$ cat src/rtl/uic_pkg.sv
package uic_pkg;
  localparam int CTRL_W     = 8;
  localparam int CAUSE_W    = 4;
  localparam int C_EN       = 0;
  localparam int C_EN_BASE  = 3;
  localparam int K_MDM      = 0;
  localparam int K_RX       = 1;
  localparam int K_TX       = 2;
  localparam int K_TOUT     = 3;

  function automatic logic rx_hit(input int unsigned lvl, input int unsigned thr);
    return (lvl != 0) && (lvl >= thr);
  endfunction

  function automatic logic tx_hit(input int unsigned lvl, input int unsigned thr);
    return lvl <= thr;
  endfunction

  function automatic logic irq_of(input logic [CAUSE_W-1:0] cause,
                                  input logic [CTRL_W-1:0] ctrl);
    return ctrl[C_EN] & (|(cause & ctrl[C_EN_BASE +: CAUSE_W]));
  endfunction

  function automatic logic [7:0] flag_word(input logic cts, input logic busy,
                                           input logic rxe, input logic txf,
                                           input logic rxf, input logic txe);
    return {txe, rxf, txf, rxe, busy, 2'b00, cts};
  endfunction
endpackage

$ cat src/rtl/uic_cts_sync.sv
module uic_cts_sync #(
  parameter int STAGES = 2
) (
  input  logic clk,
  input  logic rst_n,
  input  logic cts_in,
  output logic cts_s,
  output logic cts_edge
);
  logic [STAGES:0] sh;

  always_ff @(posedge clk) begin
    if (!rst_n) sh <= '0;
    else        sh <= {sh[STAGES-1:0], cts_in};
  end

  assign cts_s    = sh[STAGES-1];
  assign cts_edge = sh[STAGES] ^ sh[STAGES-1];
endmodule

$ cat src/rtl/uic_rx_timeout.sv
module uic_rx_timeout #(
  parameter int TOUT_TICKS = 32
) (
  input  logic clk,
  input  logic rst_n,
  input  logic rx_empty,
  input  logic rx_char,
  input  logic os_tick,
  output logic tout_evt
);
  localparam int CW = $clog2(TOUT_TICKS + 1);
  localparam logic [CW-1:0] LAST = CW'(TOUT_TICKS - 1);
  localparam logic [CW-1:0] FULL = CW'(TOUT_TICKS);

  logic [CW-1:0] cnt;
  logic          restart;

  assign restart  = rx_empty | rx_char;
  assign tout_evt = !restart && os_tick && (cnt == LAST);

  always_ff @(posedge clk) begin
    if (!rst_n)                      cnt <= '0;
    else if (restart)                cnt <= '0;
    else if (os_tick && cnt != FULL) cnt <= cnt + 1'b1;
  end


  tout_gate_chk: assert property (@(posedge clk) disable iff (!rst_n)
    tout_evt |-> (!rx_empty && !rx_char && os_tick));


  tout_once_chk: assert property (@(posedge clk) disable iff (!rst_n)
    tout_evt |=> !tout_evt);
endmodule

$ cat src/rtl/uic_cause_reg.sv
module uic_cause_reg #(
  parameter int N = 4
) (
  input  logic         clk,
  input  logic         rst_n,
  input  logic [N-1:0] set_vec,
  input  logic         clr,
  output logic [N-1:0] cause_q
);
  for (genvar i = 0; i < N; i++) begin : g_bit
    always_ff @(posedge clk) begin
      if (!rst_n)          cause_q[i] <= 1'b0;
      else if (clr)        cause_q[i] <= 1'b0;
      else if (set_vec[i]) cause_q[i] <= 1'b1;
    end
  end


  clear_wins_chk: assert property (@(posedge clk) disable iff (!rst_n)
    clr |=> (cause_q == '0));


  sticky_chk: assert property (@(posedge clk) disable iff (!rst_n)
    !clr |=> ((cause_q & $past(cause_q)) == $past(cause_q)));
endmodule

$ cat src/rtl/uart_irq_ctrl.sv
module uart_irq_ctrl
  import uic_pkg::*;
#(
  parameter int FIFO_DEPTH = 16,
  parameter int TOUT_TICKS = 32,
  parameter int SYNC_STAGES = 2,
  parameter int LVL_W = $clog2(FIFO_DEPTH + 1)
) (
  input  logic                clk,
  input  logic                rst_n,
  input  logic                ctrl_we,
  input  logic [CTRL_W-1:0]   ctrl_wdata,
  input  logic                rx_thr_we,
  input  logic                tx_thr_we,
  input  logic [LVL_W-1:0]    thr_wdata,
  input  logic                cause_clr,
  input  logic [LVL_W-1:0]    rx_level,
  input  logic [LVL_W-1:0]    tx_level,
  input  logic                rx_char,
  input  logic                os_tick,
  input  logic                tx_busy,
  input  logic                cts_in,
  output logic [CTRL_W-1:0]   ctrl_q,
  output logic [LVL_W-1:0]    rx_thr_q,
  output logic [LVL_W-1:0]    tx_thr_q,
  output logic [CAUSE_W-1:0]  cause_q,
  output logic [7:0]          flags_q,
  output logic                irq
);
  localparam logic [LVL_W-1:0] FULL_LVL = LVL_W'(FIFO_DEPTH);

  logic               cts_s, cts_edge, tout_evt;
  logic               rx_empty, rx_full, tx_empty, tx_full;
  logic [CAUSE_W-1:0] set_vec;

  always_ff @(posedge clk) begin
    if (!rst_n) begin
      ctrl_q   <= '0;
      rx_thr_q <= LVL_W'(1);
      tx_thr_q <= '0;
    end else begin
      if (ctrl_we)   ctrl_q   <= ctrl_wdata;
      if (rx_thr_we) rx_thr_q <= thr_wdata;
      if (tx_thr_we) tx_thr_q <= thr_wdata;
    end
  end

  assign rx_empty = (rx_level == '0);
  assign tx_empty = (tx_level == '0);
  assign rx_full  = (rx_level == FULL_LVL);
  assign tx_full  = (tx_level == FULL_LVL);

  uic_cts_sync #(.STAGES(SYNC_STAGES)) u_sync (
    .clk(clk), .rst_n(rst_n), .cts_in(cts_in),
    .cts_s(cts_s), .cts_edge(cts_edge)
  );

  uic_rx_timeout #(.TOUT_TICKS(TOUT_TICKS)) u_tout (
    .clk(clk), .rst_n(rst_n), .rx_empty(rx_empty), .rx_char(rx_char),
    .os_tick(os_tick), .tout_evt(tout_evt)
  );

  always_comb begin
    set_vec         = '0;
    set_vec[K_MDM]  = cts_edge;
    set_vec[K_RX]   = rx_hit(32'(rx_level), 32'(rx_thr_q));
    set_vec[K_TX]   = tx_hit(32'(tx_level), 32'(tx_thr_q));
    set_vec[K_TOUT] = tout_evt;
  end

  uic_cause_reg #(.N(CAUSE_W)) u_cause (
    .clk(clk), .rst_n(rst_n), .set_vec(set_vec), .clr(cause_clr),
    .cause_q(cause_q)
  );

  assign irq     = irq_of(cause_q, ctrl_q);
  assign flags_q = flag_word(cts_s, tx_busy, rx_empty, tx_full, rx_full, tx_empty);


  mdm_edge_chk: assert property (@(posedge clk) disable iff (!rst_n)
    (cts_edge && !cause_clr) |=> cause_q[K_MDM]);


  irq_gate_chk: assert property (@(posedge clk) disable iff (!rst_n)
    irq |-> ctrl_q[C_EN]);


  irq_src_chk: assert property (@(posedge clk) disable iff (!rst_n)
    irq |-> (cause_q != '0));


  rx_set_chk: assert property (@(posedge clk) disable iff (!rst_n)
    (rx_level != '0 && rx_level >= rx_thr_q && !cause_clr) |=> cause_q[K_RX]);
endmodule

$ cat config.mk
export PLATFORM = sky130hd
export DESIGN_NAME = uart_irq_ctrl
export DESIGN_NICKNAME = d
export VERILOG_FILES = /design/src/rtl/uic_pkg.sv /design/src/rtl/uic_cts_sync.sv /design/src/rtl/uic_rx_timeout.sv /design/src/rtl/uic_cause_reg.sv /design/src/rtl/uart_irq_ctrl.sv
export SDC_FILE = /design/constraint.sdc
export NUM_CORES = 1
export LEC_CHECK = 0
export ABC_AREA = 1
export BUFFER_PORTS_ARGS = -buffer_cell sky130_fd_sc_hd__buf_2
export CORE_ASPECT_RATIO = 0.9
export CORE_MARGIN = 2
export CORE_UTILIZATION = 43
export DETAILED_ROUTE_END_ITERATION = 6
export GPL_TIMING_DRIVEN = 0
export PLACE_DENSITY = 0.75
export SLEW_MARGIN = 20
export SYNTH_ARGS = -nofsm -noshare
export SYNTH_HDL_FRONTEND = slang
export SYNTH_SLANG_ARGS = --single-unit
$ cat constraint.sdc
create_clock -name clk -period 1.13 [get_ports clk]
set_input_delay 0.113 -clock clk [delete_from_list [all_inputs] [get_ports clk]]
set_output_delay 0.113 -clock clk [all_outputs]
set_load 0.01 [all_outputs]
# After elaboration in Yosys (flattened, before gate mapping)

Cells that the tools add are included.
Widths: inputs -> output; s select.

Bits in registers: 31
Input bits: 33

Add/sub/neg operators: 1
Bitwise operators: 5
Eq/ne operators: 4
Reductions and logical operators: 11
$lt $le $gt $ge: 2

Operators by type and width:

| cell                | count |
|---|---|
| $eq 5x5->1 const B  | 2 |
| $logic_not 5->1     | 2 |
| $add 6x1->6 const B | 1 |
| $eq 6x5->1 const B  | 1 |
| $ne 6x6->1 const B  | 1 |
| $ge 5x5->1          | 1 |
| $le 5x5->1          | 1 |
| $reduce_bool 5->1   | 1 |
| $and 4x4->4         | 1 |
| $logic_and 1x1->1   | 4 |
| $reduce_or 2->1     | 2 |
| $reduce_or 4->1     | 1 |
| $and 1x1->1         | 1 |
| $logic_not 1->1     | 1 |
| $not 1->1           | 1 |
| $or 1x1->1          | 1 |
| $xor 1x1->1         | 1 |

# Longest topological paths before layout

Gate-level depths: netlist of run 1.

Word-level depth: 5
Mapped depth: 8

# By module

Synthesis of run 1 repeated with hierarchy kept, for this count alone.

Cell total of the unflattened synthesis: 222
Area total of the unflattened synthesis: 1572.8 um2

By module, submodules not included:

| module         | cells an instance | area an instance (um2) | sequential area each (um2) | times used |
|---|---|---|---|---|
| uart_irq_ctrl  | 144               | 1001.0                 | 360.3                      | 1 |
| uic_rx_timeout | 50                | 350.3                  | 120.1                      | 1 |
| uic_cause_reg  | 14                | 120.1                  | 80.1                       | 1 |
| uic_cts_sync   | 14                | 101.3                  | 60.1                       | 1 |

# Worst setup path after synthesis of run 1

Ideal clock, no wire load.

Path kind: register -> register
From: register tx_thr_q[4]
To: register u_cause.cause_q[2]
Buffers on the path: 0
Data required time: 1.012 ns
Stages on the path, launching flop included: 8
Library setup time: 0.118 ns
Slack: -0.034 ns
Arrival: 1.046 ns
Period minus slack after synthesis: 1.164 ns
Path through: dfxtp_1 -> inv_1 -> ha_1 -> nand2_1 -> nor2_1 -> nand2_1 -> nand3_1 -> a21oi_1

Longest elaborated chain between the ends: 1

Ends and longest elaborated chain:

| element                        | line                | RTL |
|---|---|---|
| start: declaration             | uart_irq_ctrl.sv:25 | `output logic [LVL_W-1:0] tx_thr_q,` |
| start signal: assignment       | uart_irq_ctrl.sv:44 | `if (tx_thr_we) tx_thr_q <= thr_wdata;` |
| $le 5x5->1                     | uic_pkg.sv:16       | `return lvl <= thr;` |
| end signal: indexed assignment | uic_cause_reg.sv:12 | `if (!rst_n) cause_q[i] <= 1'b0;` |
| end signal: indexed assignment | uic_cause_reg.sv:13 | `else if (clr) cause_q[i] <= 1'b0;` |
| end signal: indexed assignment | uic_cause_reg.sv:14 | `else if (set_vec[i]) cause_q[i] <= 1'b1;` |
| end: declaration               | uic_cause_reg.sv:8  | `output logic [N-1:0] cause_q` |

No other way between the ends.
A chain may end at the register's enable or synchronous reset.

# Final worst setup path of run 1

From: register rx_thr_q[4]
To: register u_cause.cause_q[1]

Longest elaborated chain between the ends: 2

Ends and longest elaborated chain:

| element                  | line                | RTL |
|---|---|---|
| start: declaration       | uart_irq_ctrl.sv:24 | `output logic [LVL_W-1:0] rx_thr_q,` |
| start signal: assignment | uart_irq_ctrl.sv:43 | `if (rx_thr_we) rx_thr_q <= thr_wdata;` |
| $ge 5x5->1               | uic_pkg.sv:12       | `return (lvl != 0) && (lvl >= thr);` |
| $logic_and 1x1->1        | uic_pkg.sv:12       |  |

No other way between the ends.

==> results of run 1 <==
==> area by class of cell <==
cell class | instances | share of cell area
well taps | 44 | 0.0237
clock buffers | 6 | 0.0312
clock inverters | 2 | 0.00538
flip-flops and latches | 31 | 0.280
repair buffers | 70 | 0.164
multi-input cells | 137 | 0.404
inverters | 37 | 0.0597
plain buffers | 11 | 0.0323
==> sequential cells by signal, indices dropped and copies added, names as in the netlist <==
| name | flops |
|---|---|
| ctrl_q | 8 |
| rx_thr_q | 5 |
| tx_thr_q | 5 |
| u_cause.cause_q | 4 |
| u_sync.sh | 3 |
| u_tout.cnt | 6 |
==> metal layers <==
metal,up-vias,wire length (um),track usage
li1,832,-,-
met1,693,1800,0.236
met2,55,2020,0.361
met3,7,243,0.0731
met4,0,90,0.102
met5,-,0,0
==> critical path, stage by stage (launching register included) <==
cell	delay, ns
dfxtp_2	0.33
inv_2	0.05
ha_4	0.26
nand2_2	0.05
nor2_1	0.10
nand2_1	0.05
nand3_1	0.06
nand2_1	0.07
a21oi_2	0.12
==> cell families after synthesis <==
family | count (synthesis) | share of synthesized area
compound gates | 39 | 0.132
xor+xnor | 3 | 0.0168
fa+ha+maj | 12 | 0.0962
buf+inv | 48 | 0.137
flops | 31 | 0.398
other cells | 1 | 0.00240
simple gates | 81 | 0.218
==> through the flow <==
step	cell area (um^2)	total power [uW]	utilization	worst slack [ns]	setup TNS (ns)
after global routing	2320	2720	0.678	-0.0973	-0.310
after CTS	2220	2560	0.646	-0.0270	-0.0414
final	2320	2580	0.678	-0.0274	-0.0334
after global placement	1920	1600	0.560	-0.0393	-0.158
after floorplan	1570	1440	-	0.00410	0
after detailed placement	1920	1600	0.560	-0.0534	-0.241
==> final timing paths <==
path,startpoint,end,slack [ns]
min reg2reg,u_sync.sh[0],u_sync.sh[1],0.42
min,ctrl_wdata[7],ctrl_q[7],0.05
max,rx_thr_q[4],u_cause.cause_q[1],-0.03
max reg2reg,rx_thr_q[4],u_cause.cause_q[1],-0.03
==> layout by cell type (no fill, tap or decap), drive strengths merged, types with 6 or more instances in the layout <==
master and instances:
buf 80, inv 37, nand2 33, nor2 31, dfxtp 31, a21oi 19, o21ai 18, nand3 13
ha 12, clkbuf 6
==> power by group <==
group / switching, uW / internal, uW / total [uW]
Sequential: 39.5 / 1160 / 1200
Combinational: 279 / 240 / 519
Clock: 438 / 430 / 868
Total: 757 / 1830 / 2580
==> synthesized netlist by cell type <==
cell      number
inv_1         34
nand2_1       32
dfxtp_1       31
nor2_1        30
a21oi_1       18
o21ai_1       17
ha_1          12
nand3_1       12
buf_4          8
nand4_1        4
buf_2          3
inv_2          3
xor2_1         3
a21oi_2        1
a41oi_1        1
conb_1         1
nand2_2        1
nand3_2        1
nor2_2         1
o21ai_0        1
o21bai_1       1
==> repair_timing <==
| item | in CTS | in global routing |
|---|---|---|
| gates resized for setup | 38 | 26 |
| pin swaps | 19 | 15 |
| endpoints found under the hold margin | 1 | 0 |
| endpoints found under the setup margin | 8 | 9 |
| hold buffers | 1 | 0 |
| setup buffers | 9 | 1 |
==> flow_summary.toml, run 1 <==
[status]
status = "finished, violations left"
violations = "setup timing"

[yosys]
seq_area_frac_synth = 0.398
yosysTopAreaCell = "dfxtp_1"
avgSynthCellArea_um2 = 7.26
postSynthCellCount = 215
yosys_warnings = 0
syn-cell-area_um2 = 1560
yosysTopAreaCellShare = 0.398
synth_area_leaders = "dfxtp_1, ha_1, inv_1"
synth-seq-cells = 31
ys_types = 21

[clock_network]
numCtsBuffers = 5
htreeDepth = 2
cts.sinks = 31
cts_root_buffer = "clkbuf_8"
cts_tree = "yes"
clkTransAtPathRegs_ns = 0.07
clkLatencyLatePin_ns = 0.29
clk_path_buf_depth = 2

[timing]
worst_hold_slack_ns = 0.0458
max_freq_mhz = 864
finalMaxSlewViolations = 0
setup_viol = 2
hold_viol = 0
finalClockSkew_ns = 0.00416
finalCritPeriodShare = 1.02
layout_setup_ws_ns = -0.0274
fin_crit_ns = 1.16
rsz0062_at_grt = "yes"

[die]
rows = 20
initial_utilization = 0.455
die_y_um = 61.1
die_x_um = 67.5
core_area_um2 = 3430
ioPinCount = 64
die_area_um2 = 4130

[critical_path]
endpoint_kind = "register"
crit_path_start_kind = "register"
path_max_fanout = 2
rr_worst_depth = 8
required_ns = 1.35
worst-setup-path-type = "reg -> reg"
worstPathArrival_ns = 1.38

[place]
io_buffers = 59
hpwl_um = 2600
dp_cells = 319
gp_congestion = 0.789

[layout]
n_fill_cell = 286
multi_input_area_um2 = 940
layout-drive-gt1-share = 0.524
regArea_um2 = 651
area_growth_pct = 49.0
fin_cells = 338
antennaDiodeCount = 0
final_nets = 338

[grt]
grt_pass1_vias = 1399
grt_pass1_wl_um = 6130
grt_antenna_before_repair = 0
overflow = 0
grt_usage = 0.211
grt_max_degree = 11

[power_and_ir_drop]
leakagePower_uw = 0.00116
power_density_nw_per_um2 = 1110
vdd_drop_max_v = 0.00111

[detailed_routing]
vias_per_cell = 4.70
final_antenna_net_count = 0
drt-initial-drc-count = 55
drt-wirelength-per-cell_um = 12.3
vias = 1587
drt-total-wl_um = 4160
first_pass_iters = 4
drc = 0

[worst_hold_path]
whs_path_depth = 3
hp-class = "in -> reg"

[job]
max_cap_viol_count = 0
No activity file was read; power rests on OpenSTA's default activity.
==> inputs of run 2 (changes only) <==
CORE_MARGIN = default   (was 2)
MAX_ROUTING_LAYER = met4   (was default)
==> run 2 against run 1 <==
  * The flow still finishes with violations (setup timing)
  * First-iteration DRC count is 35% lower
  * Routed wire length down 12%
  * Global-route usage decreased by 1.7 points
  * Count of clock-buffer cells in the layout unchanged
  * Sequential power about the same
  * Clock skew hardly changed
  * Combinational power decreased by 7.5%
  * Critical endpoint is now u_cause.cause_q[2]
==> flow_summary.toml, run 2 (synthesis results as in run 1) <==
[status]
status = "finished, violations left"
violations = "setup timing"

[place]
gp_congestion = 0.826
dpl-instance-area_um2 = 1920
io_buffers = 59
hpwl_um = 2550
dpl_worst_slack_ns = -0.0494

[clock_network]
cts_tree = "yes"
clk_path_buf_depth = 2
clkLatencyLatePin_ns = 0.28
clkTransAtPathRegs_ns = 0.06
numCtsBuffers = 5
cts_root_buffer = "clkbuf_8"
cts.sinks = 31
htreeDepth = 2

[timing]
layout_setup_ws_ns = -0.0286
rsz0062_at_grt = "yes"
hold_viol = 0
fin_crit_ns = 1.16
setup_viol = 1
finalMaxSlewViolations = 0
finalCritPeriodShare = 1.03
finalClockSkew_ns = 0.00440
max_freq_mhz = 863

[critical_path]
endpoint_kind = "register"
crit_slowest_cell = "dfxtp_2"
worst-setup-path-type = "reg -> reg"
path_max_fanout = 2
required_ns = 1.34
worstPathArrival_ns = 1.37
path_cells = "inv_2, ha_4, nand2_1, inv_1, o21bai_1, nand3_2, a21oi_2"
critical_path.max_stage_delay_ns = 0.33
crit_path_start_kind = "register"

[power_and_ir_drop]
pwr-share-seq = 0.470
leakagePower_uw = 0.00112
vdd_drop_max_v = 0.000807
pwr-share-comb = 0.189
p_sw_uw = 687
clkPwrFrac = 0.341
power_density_nw_per_um2 = 1140
sw_frac_of_total = 0.271
internal_power_uw = 1850

[job]
max_cap_viol_count = 0

[die]
die_x_um = 65.5
core_area_um2 = 3430
die_y_um = 59.1
rows = 20
die_area_um2 = 3870
initial_utilization = 0.455
ioPinCount = 64

[layout]
final_cell_area_um2 = 2230
area_growth_pct = 43.1
antennaDiodeCount = 0
top_regs = "ctrl_q (8), u_tout.cnt (6)"
layout_common_cells = "buf_2, nand2_1, nor2_1, inv_1"
layout-drive-gt1-share = 0.472
mostFrequentLayoutCell = "buf_2"
final_nets = 331
largest_register_ffs = 8
regMostFlops = "ctrl_q"

[detailed_routing]
drt-initial-drc-count = 36
vias_per_cell = 4.68
final_antenna_net_count = 0
drt-wirelength-per-cell_um = 11.1
vias = 1545
first_pass_iters = 4
drt-total-wl_um = 3670
drc = 0

[grt]
grt_pass1_vias = 1321
grt_antenna_before_repair = 0
grt_max_degree = 11
grt_pass1_wl_um = 5490
overflow = 0
grt_usage = 0.194

[worst_hold_path]
hp-class = "in -> reg"
==> run 2: routing by layer <==
layer  up-vias  track usage  part of all wire
met2        60        0.303              0.46
met1       662        0.241              0.47
li1        818            -                 -
met3         5       0.0481             0.060
met5         -            -                 0
met4         0       0.0745             0.013
==> run 2: critical path: cells and delay by family, from the launching register on <==
family	cells	cell delay [ns]
flip-flops	1	0.33
AO/OA/AOI/OAI	2	0.30
AND/OR/NAND/NOR	2	0.17
buffers and inverters	2	0.09
adder cells (fa/ha/maj)	1	0.21
==> run 2: through the flow <==
| stage | setup TNS (ns) | hold WS [ns] | util | total power, uW | cells |
|---|---|---|---|---|---|
| 5_1_grt | -0.355 | 0.0251 | 0.651 | 2660 | 330 |
| 2_1_floorplan | 0 | 0.211 | - | 1440 | 216 |
| 3_5_place_dp | -0.243 | 0.298 | 0.560 | 1600 | 319 |
| 4_1_cts | -0.0237 | 0.00924 | 0.614 | 2520 | 328 |
| 3_3_place_gp | -0.167 | 0.295 | 0.560 | 1590 | 319 |
| 6_report | -0.0286 | 0.0143 | 0.651 | 2540 | 330 |
==> run 2: worst paths after layout <==
check                                     endpoint          from  depth (start not counted)  slack (ns)
worst min-delay path                  u_sync.sh[0]        cts_in                          3        0.01
worst max-delay path            u_cause.cause_q[2]   tx_thr_q[2]                          7       -0.03
worst min register to register        u_sync.sh[1]  u_sync.sh[0]                          2        0.42
worst max register to register  u_cause.cause_q[2]   tx_thr_q[2]                          7       -0.03
==> run 2: area by class of cell <==
type,count,area [um^2]
Multi-Input combinational cell,137,898
Buffer,11,75.1
Clock buffer,6,82.6
Tap cell,44,55.1
Clock inverter,1,5.00
Inverter,37,141
Timing Repair Buffer,63,325
Sequential cell,31,649
Fill cell,292,1200
==> run 2: power groups by stage <==
stage | Sequential [uW] | Combinational [uW] | Clock [uW]
after floorplan | 1240 | 206 | 0
after global placement | 1210 | 383 | 0
after detailed placement | 1210 | 392 | 0
after CTS | 1190 | 437 | 886
after global routing | 1200 | 539 | 923
final | 1190 | 480 | 865
==> run 2: repair_timing <==
action / 4_1_cts / 5_1_grt
pin swaps: 8 / 17
endpoints found under the setup margin: 9 / 9
endpoints found under the hold margin: 0 / 0
gates resized for setup: 22 / 29
buffers inserted: 2 / 2
hold buffers: 0 / 0
==> inputs of run 3 (changes only) <==
SYNTH_HIERARCHICAL = 1   (was default)
==> run 3 against run 2 <==
  * The flow still finishes with violations (setup timing)
  * Clock skew is 0.0022 ns higher
  * Critical path depth is 2 higher
  * Global-route usage is 0.96 points higher
  * Via count is 1.7% higher
  * Routed wire length is 3.0% lower
  * Largest cell class unchanged
  * Largest power group unchanged
==> flow_summary.toml, run 3 <==
[critical_path]
rr_worst_depth = 9
worst-setup-path-type = "reg -> reg"
crit_slowest_cell = "dfxtp_2"
critical_path.max_stage_delay_ns = 0.33
path_cells = "inv_2, ha_4, nand2_4, nor2_4, nand2_1, nand3_1, nand2_1, nor2_1, nor2_1"
worst-path-buf-inv = 1
r2r_end = "u_cause/cause_q[2]"
r2r_start = "tx_thr_q[4]"
endpoint_kind = "register"
ff2ff_setup_slack_ns = -0.08
worstPathArrival_ns = 1.40
crit_path_start_kind = "register"
path_max_fanout = 2
required_ns = 1.32
cp_top_family = "simple AND/OR/NAND/NOR gates"

[status]
status = "finished, violations left"
violations = "setup timing"

[yosys]
ys.flop_type = "dfxtp_1"
yosys_warnings = 6
synth.most_common_cell = "nor2_1"
yosysTopAreaCell = "dfxtp_1"
synth_commonest_cells = "nor2_1, nand2_1, inv_1, dfxtp_1, a21oi_1"
syn-cell-area_um2 = 1570
yosysTopAreaCellShare = 0.395
synth_xor_area_frac = 0
seq_area_frac_synth = 0.395
synth-seq-cells = 31
yosys.area_share.simple = 0.269
synth_enable_flop_cells = 0
async_reset_ff_frac = 0
postSynthCellCount = 222
synth.mux.area_fraction = 0
synth-compound-area-share = 0.105
avgSynthCellArea_um2 = 7.08
ys_types = 20
synth_top_family_by_area = "simple AND/OR/NAND/NOR gates"
synth_area_leaders = "dfxtp_1, nor2_1, ha_1"
synth-adder-area-share = 0.0955

[layout]
multi_input_area_um2 = 932
final_nets = 340
layout-drive-gt1-share = 0.443
regArea_um2 = 641
area_growth_pct = 44.0
largest_register_ffs = 8
top_regs = "ctrl_q (8), u_tout/cnt (6)"
layout_common_cells = "buf_2, nor2_1, nand2_1, inv_1, dfxtp_1"
antennaDiodeCount = 0
fin_cells = 340
n_fill_cell = 297
mostFrequentLayoutCell = "buf_2"
final_cell_area_um2 = 2260
regMostFlops = "ctrl_q"

[clock_network]
cts_tree = "yes"
cts_root_buffer = "clkbuf_8"
clkLatencyLatePin_ns = 0.29
clkTransAtPathRegs_ns = 0.07
htreeDepth = 2
numCtsBuffers = 5
cts.sinks = 31
clk_path_buf_depth = 2

[grt]
grt_pass1_vias = 1395
grt_antenna_before_repair = 0
grt_pass1_wl_um = 5660
grt_usage = 0.203
overflow = 0
grt_max_degree = 15

[place]
gp_congestion = 0.765
io_buffers = 59
dpl-instance-area_um2 = 2020
hpwl_um = 2590
dp_cells = 326

[job]
max_cap_viol_count = 0

[detailed_routing]
drc = 0
drt-initial-drc-count = 34
vias = 1572
drt-wirelength-per-cell_um = 10.5
vias_per_cell = 4.62
drt-total-wl_um = 3560
final_antenna_net_count = 0
first_pass_iters = 4

[worst_hold_path]
whs_path_depth = 3
min_from = "ctrl_wdata[7]"
holdPathEnd = "ctrl_q[7]"
hp-class = "in -> reg"

[power_and_ir_drop]
power.total_uw = 2550
clkPwrFrac = 0.327
sw_frac_of_total = 0.287
power_density_nw_per_um2 = 1130
pwr-share-comb = 0.205
pwr-share-seq = 0.467
vdd_drop_max_v = 0.000611
leakagePower_uw = 0.00112
p_sw_uw = 732
internal_power_uw = 1820

[timing]
rsz0062_at_grt = "yes"
finalCritPeriodShare = 1.07
finalMaxSlewViolations = 0
setup_tns_ns = -0.122
hold_viol = 0
layout_setup_ws_ns = -0.0845
finalClockSkew_ns = 0.00657
setup_viol = 3
worst_hold_slack_ns = 0.0457
fin_crit_ns = 1.21
max_freq_mhz = 823

[die]
die_y_um = 59.4
ioPinCount = 64
die_area_um2 = 3900
rows = 20
initial_utilization = 0.459
die_x_um = 65.8
core_area_um2 = 3430
-- run 3: changes by cell type in the layout (fill, tap and decap cells not counted), sizes merged, moves of 2 or more --
cell	previous run	this run
nor2	31	44
a21oi	19	15
clkinv	1	3
nand2	33	39
xor2	3	0
inv	37	34
-- run 3: per-layer routing --
layer	vias to the layer above	GRT usage	part of all wire
li1	839	-	-
met1	675	0.230	0.47
met2	50	0.328	0.45
met5	-	-	0
met4	0	0.121	0.024
met3	8	0.0462	0.054
-- run 3: per-stage QoR --
stage | util | setup WS [ns]
after floorplan | - | -0.0443
after global placement | 0.589 | -0.0632
after detailed placement | 0.589 | -0.0828
after CTS | 0.638 | -0.0615
after global routing | 0.661 | -0.160
final | 0.661 | -0.0845
-- run 3: cells by family after synthesis --
logic type,Yosys count
other cells,1
simple gates,101
flops,31
compound gates,33
fa+ha+maj,12
buf+inv,44
-- run 3: worst min-delay path: stages --
cell and delay (ns):
buf_2 0.08, nor2_1 0.03, nor2_1 0.08
-- run 3: worst max path at each step --
stage	start	end	cells after the start
3_5_place_dp	tx_thr_q[3]	u_cause/cause_q[2]	9
4_1_cts	tx_thr_q[4]	u_cause/cause_q[2]	9
3_3_place_gp	tx_thr_q[3]	u_cause/cause_q[2]	9
6_report	tx_thr_q[4]	u_cause/cause_q[2]	9
5_1_grt	tx_thr_q[3]	u_cause/cause_q[2]	9
2_1_floorplan	tx_thr_q[2]	u_cause/cause_q[2]	9
-- run 3: cell type report --
type / instances / area share
Buffer: 10 / 0.0365
Multi-Input combinational cell: 148 / 0.412
Clock buffer: 5 / 0.0304
Timing Repair Buffer: 65 / 0.151
Sequential cell: 31 / 0.283
Inverter: 34 / 0.0564
Clock inverter: 3 / 0.00663
Tap cell: 44 / 0.0243
-- run 3: what timing repair did --
| item | CTS | global route |
|---|---|---|
| setup endpoints to repair | 4 | 9 |
| buffers inserted | 5 | 0 |
| hold buffers | 1 | 0 |
| pin swaps | 10 | 3 |
| resized for setup | 9 | 17 |
| hold endpoints to repair | 1 | 0 |
-- run 3: power groups by stage --
| stage | registers [uW] | clock network [uW] | logic [uW] |
|---|---|---|---|
| after global routing | 1200 | 906 | 588 |
| after detailed placement | 1220 | 0 | 450 |
| after CTS | 1190 | 860 | 495 |
| after floorplan | 1240 | 0 | 249 |
| final | 1190 | 836 | 524 |
| after global placement | 1220 | 0 | 441 |
